## config.mk

```make
export PLATFORM = sky130hd
export DESIGN_NAME = esf_crc6_engine
export DESIGN_NICKNAME = d
export VERILOG_FILES = /design/src/rtl/esf_crc6_pkg.sv /design/src/rtl/esf_frame_pos.sv /design/src/rtl/esf_crc_acc.sv /design/src/rtl/esf_crc6_engine.sv
export SDC_FILE = /design/constraint.sdc
export NUM_CORES = 1
export LEC_CHECK = 0
export CAP_MARGIN = 40
export CORE_MARGIN = 3
export CORE_UTILIZATION = 35
export CTS_BUF_LIST = sky130_fd_sc_hd__clkbuf_4
export DETAILED_ROUTE_END_ITERATION = 12
export DONT_BUFFER_PORTS = 1
export SLEW_MARGIN = 0
export SYNTH_ARGS = -nofsm -noshare
export SYNTH_HDL_FRONTEND = slang
export SYNTH_SLANG_ARGS = --single-unit
```

## constraint.sdc

```tcl
create_clock -name clk -period 2.36 [get_ports clk]
set_clock_uncertainty 0.05 [all_clocks]
set_input_delay 0.236 -clock clk [delete_from_list [all_inputs] [get_ports clk]]
set_output_delay 0.236 -clock clk [all_outputs]
set_load 0.02 [all_outputs]
```

## src/rtl/esf_crc6_pkg.sv

```systemverilog
package esf_crc6_pkg;
  localparam int               CRC_W       = 6;
  localparam logic [CRC_W-1:0] CRC_POLY    = 6'b000011;  // x^1 + x^0 terms
  localparam int               MF_FRAMES   = 24;
  localparam int               SLOT_STRIDE = 4;
  localparam int               SLOT_PHASE  = 1;
  localparam int               HALF_FRAME  = 12;
endpackage

```

## src/rtl/esf_frame_pos.sv

```systemverilog
module esf_frame_pos #(
  parameter int FRAMES = 24,
  parameter int STRIDE = 4,
  parameter int PHASE  = 1,
  parameter int HALF   = 12,
  parameter int SLOTS  = 6,
  localparam int FW    = $clog2(FRAMES),
  localparam int IW    = $clog2(SLOTS)
) (
  input  logic          clk,
  input  logic          rst_n,
  input  logic          en,
  input  logic          fbit,
  input  logic          mfb,
  input  logic          half_off,
  output logic          mf_start,
  output logic          slot_hit,
  output logic [IW-1:0] slot_bit,
  output logic          mark
);
  localparam logic [FW-1:0] LAST = FW'(FRAMES - 1);

  logic [FW-1:0] frm_q;
  logic [FW-1:0] frm_n;
  logic [FW-1:0] frm_now;
  logic [FW-1:0] grp;
  logic          fpulse;

  // frame index of the F-bit being presented in this cycle
  always_comb begin
    fpulse = en & fbit;
    if (mfb || frm_q == LAST) begin
      frm_now = '0;
    end else begin
      frm_now = frm_q + FW'(1);
    end
    frm_n    = fpulse ? frm_now : frm_q;
    grp      = frm_now / FW'(STRIDE);
    mf_start = fpulse & mfb;
    slot_hit = fpulse & ((frm_now % FW'(STRIDE)) == FW'(PHASE)) & (grp < FW'(SLOTS));
    slot_bit = IW'(SLOTS - 1) - grp[IW-1:0];
    mark     = fpulse & (mfb | (~half_off & (frm_now == FW'(HALF))));
  end

  always_ff @(posedge clk or negedge rst_n) begin
    if (!rst_n) begin
      frm_q <= LAST;
    end else begin
      frm_q <= frm_n;
    end
  end
endmodule

```

## src/rtl/esf_crc_acc.sv

```systemverilog
module esf_crc_acc #(
  parameter int            CW   = 6,
  parameter logic [CW-1:0] POLY = 6'b000011
) (
  input  logic          clk,
  input  logic          rst_n,
  input  logic          en,
  input  logic          fbit,
  input  logic          mf_start,
  input  logic          din,
  output logic [CW-1:0] crc_prev,
  output logic          prev_full
);
  logic [CW-1:0] run_q;
  logic [CW-1:0] run_n;
  logic [CW-1:0] seed;
  logic [CW-1:0] prev_n;
  logic          d_eff;
  logic          fb;
  logic          seen_q;
  logic          seen_n;
  logic          full_n;

  always_comb begin
    d_eff  = fbit ? 1'b1 : din;           // framing positions count as ones
    seed   = mf_start ? '0 : run_q;
    fb     = d_eff ^ seed[CW-1];
    run_n  = en ? ({seed[CW-2:0], 1'b0} ^ ({CW{fb}} & POLY)) : run_q;
    prev_n = mf_start ? run_q : crc_prev;
    full_n = mf_start ? seen_q : prev_full;
    seen_n = seen_q | mf_start;
  end

  always_ff @(posedge clk or negedge rst_n) begin
    if (!rst_n) begin
      run_q     <= '0;
      crc_prev  <= '0;
      prev_full <= 1'b0;
      seen_q    <= 1'b0;
    end else begin
      run_q     <= run_n;
      crc_prev  <= prev_n;
      prev_full <= full_n;
      seen_q    <= seen_n;
    end
  end
endmodule

```

## src/rtl/esf_crc6_engine.sv

```systemverilog
module esf_crc6_engine
  import esf_crc6_pkg::*;
#(
  parameter int            CW     = CRC_W,
  parameter logic [CW-1:0] POLY   = CRC_POLY,
  parameter int            FRAMES = MF_FRAMES,
  parameter int            STRIDE = SLOT_STRIDE,
  parameter int            PHASE  = SLOT_PHASE,
  parameter int            HALF   = HALF_FRAME
) (
  input  logic clk,
  input  logic rst_n,
  input  logic rx_en,
  input  logic rx_bit,
  input  logic rx_fbit,
  input  logic rx_mfb,
  input  logic tx_en,
  input  logic tx_bit,
  input  logic tx_fbit,
  input  logic tx_mfb,
  input  logic inv_en,
  input  logic irq_mask,
  input  logic irq_clr,
  input  logic half_mark_off,
  output logic tx_out,
  output logic rx_mark,
  output logic tx_mark,
  output logic crc_err,
  output logic alarm_irq
);
  localparam int IW = $clog2(CW);

  // ---------------- receive direction ----------------
  logic          rx_mf;
  logic          rx_slot;
  logic [IW-1:0] rx_sbit;
  logic [CW-1:0] rx_ref;
  logic          rx_ref_ok;
  logic          mis_q;
  logic          mis_n;
  logic          err_now;
  logic          irq_n;

  esf_frame_pos #(
    .FRAMES(FRAMES), .STRIDE(STRIDE), .PHASE(PHASE), .HALF(HALF), .SLOTS(CW)
  ) u_rx_pos (
    .clk(clk), .rst_n(rst_n), .en(rx_en), .fbit(rx_fbit), .mfb(rx_mfb),
    .half_off(half_mark_off), .mf_start(rx_mf), .slot_hit(rx_slot),
    .slot_bit(rx_sbit), .mark(rx_mark)
  );

  esf_crc_acc #(.CW(CW), .POLY(POLY)) u_rx_acc (
    .clk(clk), .rst_n(rst_n), .en(rx_en), .fbit(rx_fbit), .mf_start(rx_mf),
    .din(rx_bit), .crc_prev(rx_ref), .prev_full(rx_ref_ok)
  );

  always_comb begin
    mis_n   = rx_mf ? 1'b0 : (mis_q | (rx_slot & (rx_bit != rx_ref[rx_sbit])));
    err_now = rx_mf & rx_ref_ok & mis_q;
    irq_n   = (alarm_irq & ~irq_clr) | (err_now & irq_mask);
  end

  always_ff @(posedge clk or negedge rst_n) begin
    if (!rst_n) begin
      mis_q     <= 1'b0;
      crc_err   <= 1'b0;
      alarm_irq <= 1'b0;
    end else begin
      mis_q     <= mis_n;
      crc_err   <= err_now;
      alarm_irq <= irq_n;
    end
  end

  // ---------------- transmit direction ----------------
  logic          tx_mf;
  logic          tx_slot;
  logic [IW-1:0] tx_sbit;
  logic [CW-1:0] tx_ref;
  logic          tx_ref_ok;
  logic [CW-1:0] tx_word;
  logic          pend_q;
  logic          pend_n;
  logic          inv_q;
  logic          inv_n;

  esf_frame_pos #(
    .FRAMES(FRAMES), .STRIDE(STRIDE), .PHASE(PHASE), .HALF(HALF), .SLOTS(CW)
  ) u_tx_pos (
    .clk(clk), .rst_n(rst_n), .en(tx_en), .fbit(tx_fbit), .mfb(tx_mfb),
    .half_off(half_mark_off), .mf_start(tx_mf), .slot_hit(tx_slot),
    .slot_bit(tx_sbit), .mark(tx_mark)
  );

  esf_crc_acc #(.CW(CW), .POLY(POLY)) u_tx_acc (
    .clk(clk), .rst_n(rst_n), .en(tx_en), .fbit(tx_fbit), .mf_start(tx_mf),
    .din(tx_bit), .crc_prev(tx_ref), .prev_full(tx_ref_ok)
  );

  always_comb begin
    pend_n  = tx_mf ? 1'b0 : (pend_q | crc_err);
    inv_n   = tx_mf ? (inv_en & (pend_q | crc_err)) : inv_q;
    tx_word = tx_ref_ok ? tx_ref : '0;
    tx_out  = tx_slot ? (tx_word[tx_sbit] ^ inv_q) : tx_bit;
  end

  always_ff @(posedge clk or negedge rst_n) begin
    if (!rst_n) begin
      pend_q <= 1'b0;
      inv_q  <= 1'b0;
    end else begin
      pend_q <= pend_n;
      inv_q  <= inv_n;
    end
  end
endmodule

```

Word-level counts from Yosys, hierarchy flattened
Index checks and enable logic that the tools add are counted.
{ "totals": {"regBits": 43, "in_bits": 14, "output_inout_bits": 5, "word_cells": 78} }
{ "op_classes": {"n_addsub": 4, "order_cmp": 4, "eq_ne": 7, "mux": 14, "bitwise_logic": 32, "reduce_logical": 2} }
{ "ops": {"columns": ["cell", "n"], "rows": [
  ["$and 1x1->1", 18],
  ["$mux 6", 3],
  ["$xor 6x2->6", 2],
  ["$add 5x1->5 const B", 2],
  ["$eq 5x4->1 const B", 2],
  ["$eq 5x5->1 const B", 2],
  ["$mux 5", 2],
  ["$lt 3x4->1 const B", 2],
  ["$mux 1", 7],
  ["$or 1x1->1", 7],
  ["$bmux 1 s3", 2],
  ["$lt 3x3->1 const B", 2],
  ["$sub 3x3->3 const A", 2],
  ["$eq 2x1->1 const B", 2],
  ["$xor 1x1->1", 3],
  ["$logic_or 1x1->1", 2],
  ["$not 1->1", 2],
  ["$ne 1x1->1", 1]
]} }

Logic depth before layout (Yosys ltp)
{ "logic_depth": {"ltp_word": 10, "depth_mapped": 11, "ltp_nobuf": 11} }

Hierarchy
From an unflattened synthesis, not the netlist that was laid out.
{ "unflattened": {"hier_cells": 199, "hier_area_um2": 2217.1} }
{ "modules_own_cells": {"columns": ["module", "instances", "cells_per_inst", "area_per_inst_um2", "seq_area_each_um2"], "rows": [
  ["esf_crc_acc", 2, 47, 583.1, 350.3],
  ["esf_frame_pos", 2, 36, 357.8, 130.1],
  ["esf_crc6_engine", 1, 33, 335.3, 125.1]
]} }

Least setup slack after synthesis
OpenSTA, ideal clock, no wires.
{ "synth_path": {"path_type": "register -> output", "start": "register u_tx_pos.frm_q[2]", "end": "output tx_out", "arrival_time_ps": 2194, "t_required_ps": 2074, "path_slack_ps": -120, "path_stages_with_launch": 11, "n_path_buf": 1, "path_cell_list": "dfstp_2 > buf_2 > nand3_1 > xnor2_1 > and2_1 > ha_1 > nor3_1 > and3_1 > and3b_1 > a221oi_1 > nand2_1"} }
{ "synth_via": {"elab_chain_len": 8, "elab_cells_between_ends": 13, "cone_classes": "add/sub: 2; order compare: 1; eq/ne: 2; mux: 4; bitwise: 3; reduce/logical: 1"} }
{ "synth_rtl": {"columns": ["item", "line_no", "rtl"], "rows": [
  ["start: declaration", "esf_frame_pos.sv:23", "logic [FW-1:0] frm_q;"],
  ["start signal: assignment", "esf_frame_pos.sv:49", "frm_q <= frm_n;"],
  ["branches (longest 2 deep; another with $add 5x1->5)", null, null],
  ["$mux 5 *", "esf_frame_pos.sv:32", "if (mfb || frm_q == LAST) begin"],
  ["$sub 3x3->3 *", "esf_frame_pos.sv:41", "slot_bit = IW'(SLOTS - 1) - grp[IW-1:0];"],
  ["via tx_sbit[1]", "esf_crc6_engine.sv:78", "logic [IW-1:0] tx_sbit;"],
  ["$bmux 1 s3 *", "esf_crc6_engine.sv:104", "tx_out = tx_slot ? (tx_word[tx_sbit] ^ inv_q) : tx_bit;"],
  ["$mux 1 (implied by the code) *", "esf_crc6_engine.sv:104", null],
  ["$xor 1x1->1 *", "esf_crc6_engine.sv:104", null],
  ["$mux 1 *", "esf_crc6_engine.sv:104", null],
  ["end: declaration", "esf_crc6_engine.sv:25", "output logic tx_out,"]
]} }
Mark *: on every way through the listed nets, which the timed path passes. The select of a mux whose other input is x is not followed.

Final worst setup path
{ "layout_path": {"start": "register u_tx_pos.frm_q[0]", "end": "output tx_out"} }
The elaborated chain is that of the path after synthesis.

==> flow_summary.ini <==
[outcome]
outcome = complete, but fails checks
violations = negative setup slack

[die]
die_w_um = 85.6
die_h_um = 85.6
coreArea_um2 = 6030
initial_utilization = 0.368
row_count = 28
dieArea_um2 = 7330
io-pin-count = 19

[worst_setup_path]
reg2reg_from = u_rx_pos.frm_q[0]
worstPathArrival_ps = 2450
r2r-end = mis_q
rrSetupSlack_ps = 380
worst_ep_required_time_ps = 2070
start_kind = flop
path_max_fanout = 4
crit_type = flop to output pin
ff2ff_path_depth = 7
startpoint = u_tx_pos.frm_q[0]
critPathCaptureType = output pin
crit_end = tx_out

[routing]
vias = 1688
dr.first_iter.drc_count = 78
viasPerCell = 5.15
ant_nets = 0
drcViolationCount = 0
dr.pass1.iters = 4
post_drt_wl_per_cell_um = 13.6
wl_mm = 4.45

[power_and_ir_drop]
power_leakage_nw = 1.16
ir_drop_uv = 278
power_density_nw_per_um2 = 758

[place]
port_buffers = 0
hpwlAfterDp_mm = 3.00
dpl.cell_count = 309
gp_congestion = 0.797

[grt]
grt_max_degree = 44
grt_pass1_vias = 1690
antenna_found_initial = 0
gr-total-overflow = 0
grt_usage = 0.136
grt_pass1_wl_mm = 7.97

[synthesis]
syn_area_um2 = 2220
synth_edf_count = 0
synth_cell_types = 49
syn_nets = 252
syn_inst = 235
ys_ff_latch = 43
ys_seq_area_frac = 0.490
yosys_warnings = 0
syn_area_per_cell_um2 = 9.43
synth_ff_type = dfrtp_1
async_flop_share = 1.00

[finish]
syn2layout_area_growth_pct = 16.3
final_cells = 328
drive_above_1_share = 0.178
fin_nets = 269
diodes = 0
fillCellCount = 599

[clock_network]
cts.sinks = 43
cts_root_buf = clkbuf_4
clk_pin_slew_ps = 140
insertion_delay_ps = 360
htreeDepth = 2
cts_tree = built
clockBufferDepth = 2
cts_buffers = 5

[sta]
setup_slack_ps = -374
final-hold-violation-count = 0
max_freq_mhz = 366
setup_violations = 1
slew_viol_final = 0
min_period_ps = 2730
slew_headroom = 0.491
rsz0062_at_grt = yes
period_share = 1.16
whs_ps = 20.1
tightest_slew_ps = 760

[worst_hold_path]
hp-class = input pin to flop

[run]
maxCapViolCount = 0
## metal layers
| layer | vias to the layer above | track usage | share of wire |
|---|---|---|---|
| li1 | 853 | - | - |
| met1 | 804 | 0.181 | 0.49 |
| met2 | 25 | 0.210 | 0.46 |
| met3 | 6 | 0.0423 | 0.033 |
| met4 | 0 | 0.0432 | 0.017 |
| met5 | - | 0 | 0 |
## cell type report
class,instances,area (um^2),area share
Clock inverter,3,20.0,0.00777
Sequential cell,43,1090,0.421
Multi-Input combinational cell,177,1130,0.440
Tap cell,75,93.8,0.0364
Inverter,7,26.3,0.0102
Clock buffer,5,37.5,0.0146
Timing Repair Buffer,18,180,0.0699
## per-stage QoR
stage	total power [mW]	setup slack, ps	utilization	area (um^2)	TNS, ps
6_report	1.95	-374	0.428	2580	-374
5_1_grt	2.13	-527	0.428	2580	-527
4_1_cts	1.97	-398	0.425	2560	-398
3_5_place_dp	1.55	-23.0	0.392	2360	-23.0
3_3_place_gp	1.54	12.9	0.392	2360	0
2_1_floorplan	1.45	18.2	-	2260	0
## how the worst min path moves through the flow
stage / start / endpoint / slack (ps) / cells past startpoint
final: rx_bit / mis_q / 20 / 2
after detailed placement: rst_n / u_tx_pos.frm_q[3] / -110 / 0
after floorplan: rst_n / alarm_irq / -110 / 0
after CTS: rx_bit / mis_q / 10 / 2
after global placement: rst_n / u_tx_pos.frm_q[3] / -110 / 0
after global routing: rx_bit / mis_q / 5 / 2
## registers in the layout, indices dropped and copies added (netlist names)
name	count
u_rx_acc.crc_prev	6
u_rx_acc.run_q	6
u_tx_acc.crc_prev	6
u_tx_acc.run_q	6
u_rx_pos.frm_q	5
u_tx_pos.frm_q	5
alarm_irq	1
crc_err	1
inv_q	1
mis_q	1
pend_q	1
u_rx_acc.prev_full	1
u_rx_acc.seen_q	1
u_tx_acc.prev_full	1
u_tx_acc.seen_q	1
## cell families (layout without fill, tap and decap cells)
family                   count (synthesis)  in the layout  share of synthesized area
AO/OA/AOI/OAI                           41             41                      0.133
XOR/XNOR                                 9              9                     0.0389
adder cells (fa/ha/maj)                  3              3                     0.0169
buffers and inverters                   15             33                     0.0293
flip-flops                              43             43                      0.490
multiplexers                            15             15                     0.0700
AND/OR/NAND/NOR                        109            109                      0.222
## worst max-delay path: stages (launching register included)
cell and delay, ps:
dfstp_2 600, ha_4 150, buf_4 100, a41oi_2 90
and2_4 170, ha_1 190, nor3_1 140, and3_4 230
and3b_1 200, mux2i_1 90, nand2_2 130
## cell usage after synthesis (2+ instances only)
cell       n  area (um^2)
buf_2      4         20.0
xor2_1     2         17.5
inv_1      7         26.3
dfstp_2    8          210
o31ai_1    3         22.5
nand2_1   59          221
dfrtp_1   35          876
mux2_2     4         45.0
nor3b_1    2         15.0
and3_1     5         31.3
nor4b_1    2         17.5
clkbuf_1   3         11.3
ha_1       3         37.5
nand2b_1   4         25.0
mux2i_1   11          110
nor2_1    15         56.3
nor3_1     7         35.0
a21oi_1    4         20.0
xnor2_1    6         52.6
nand3_1    7         35.0
nor2b_1    3         18.8
o21ai_0   14         70.1
## power breakdown
part	internal (mW)	switching (mW)	leakage, nW	total, mW
sequential	0.936	0.152	0.520	1.09
clock	0.115	0.254	0.0288	0.369
combinational	0.254	0.243	0.612	0.496
## cells in the final DEF, fill, tap and decap left out, types with 2 or more instances in the layout
cell type / instances
a21oi_1: 3
a41o_2: 2
and3_1: 4
buf_4: 7
clkbuf_4: 5
dfrtp_1: 35
dfstp_2: 8
dlygate4sd3_1: 10
inv_1: 7
mux2_2: 4
mux2i_1: 11
nand2_1: 58
nand2b_1: 4
nand3_1: 6
nor2_1: 15
nor2b_1: 3
nor3_1: 7
nor3b_1: 2
nor4b_1: 2
o21ai_0: 14
o31ai_1: 3
xnor2_1: 4
xnor2_2: 2
xor2_1: 2
## what timing repair did
| item | CTS | global route |
|---|---|---|
| setup endpoints to repair | 2 | 3 |
| gates resized for setup | 4 | 4 |
| hold buffers | 11 | 0 |
| pin swaps | 3 | 3 |
| buffers inserted | 0 | 0 |
| gates cloned | 0 | 0 |
| endpoints found under the hold margin | 61 | 0 |
Power figures use the tool's default switching activity.
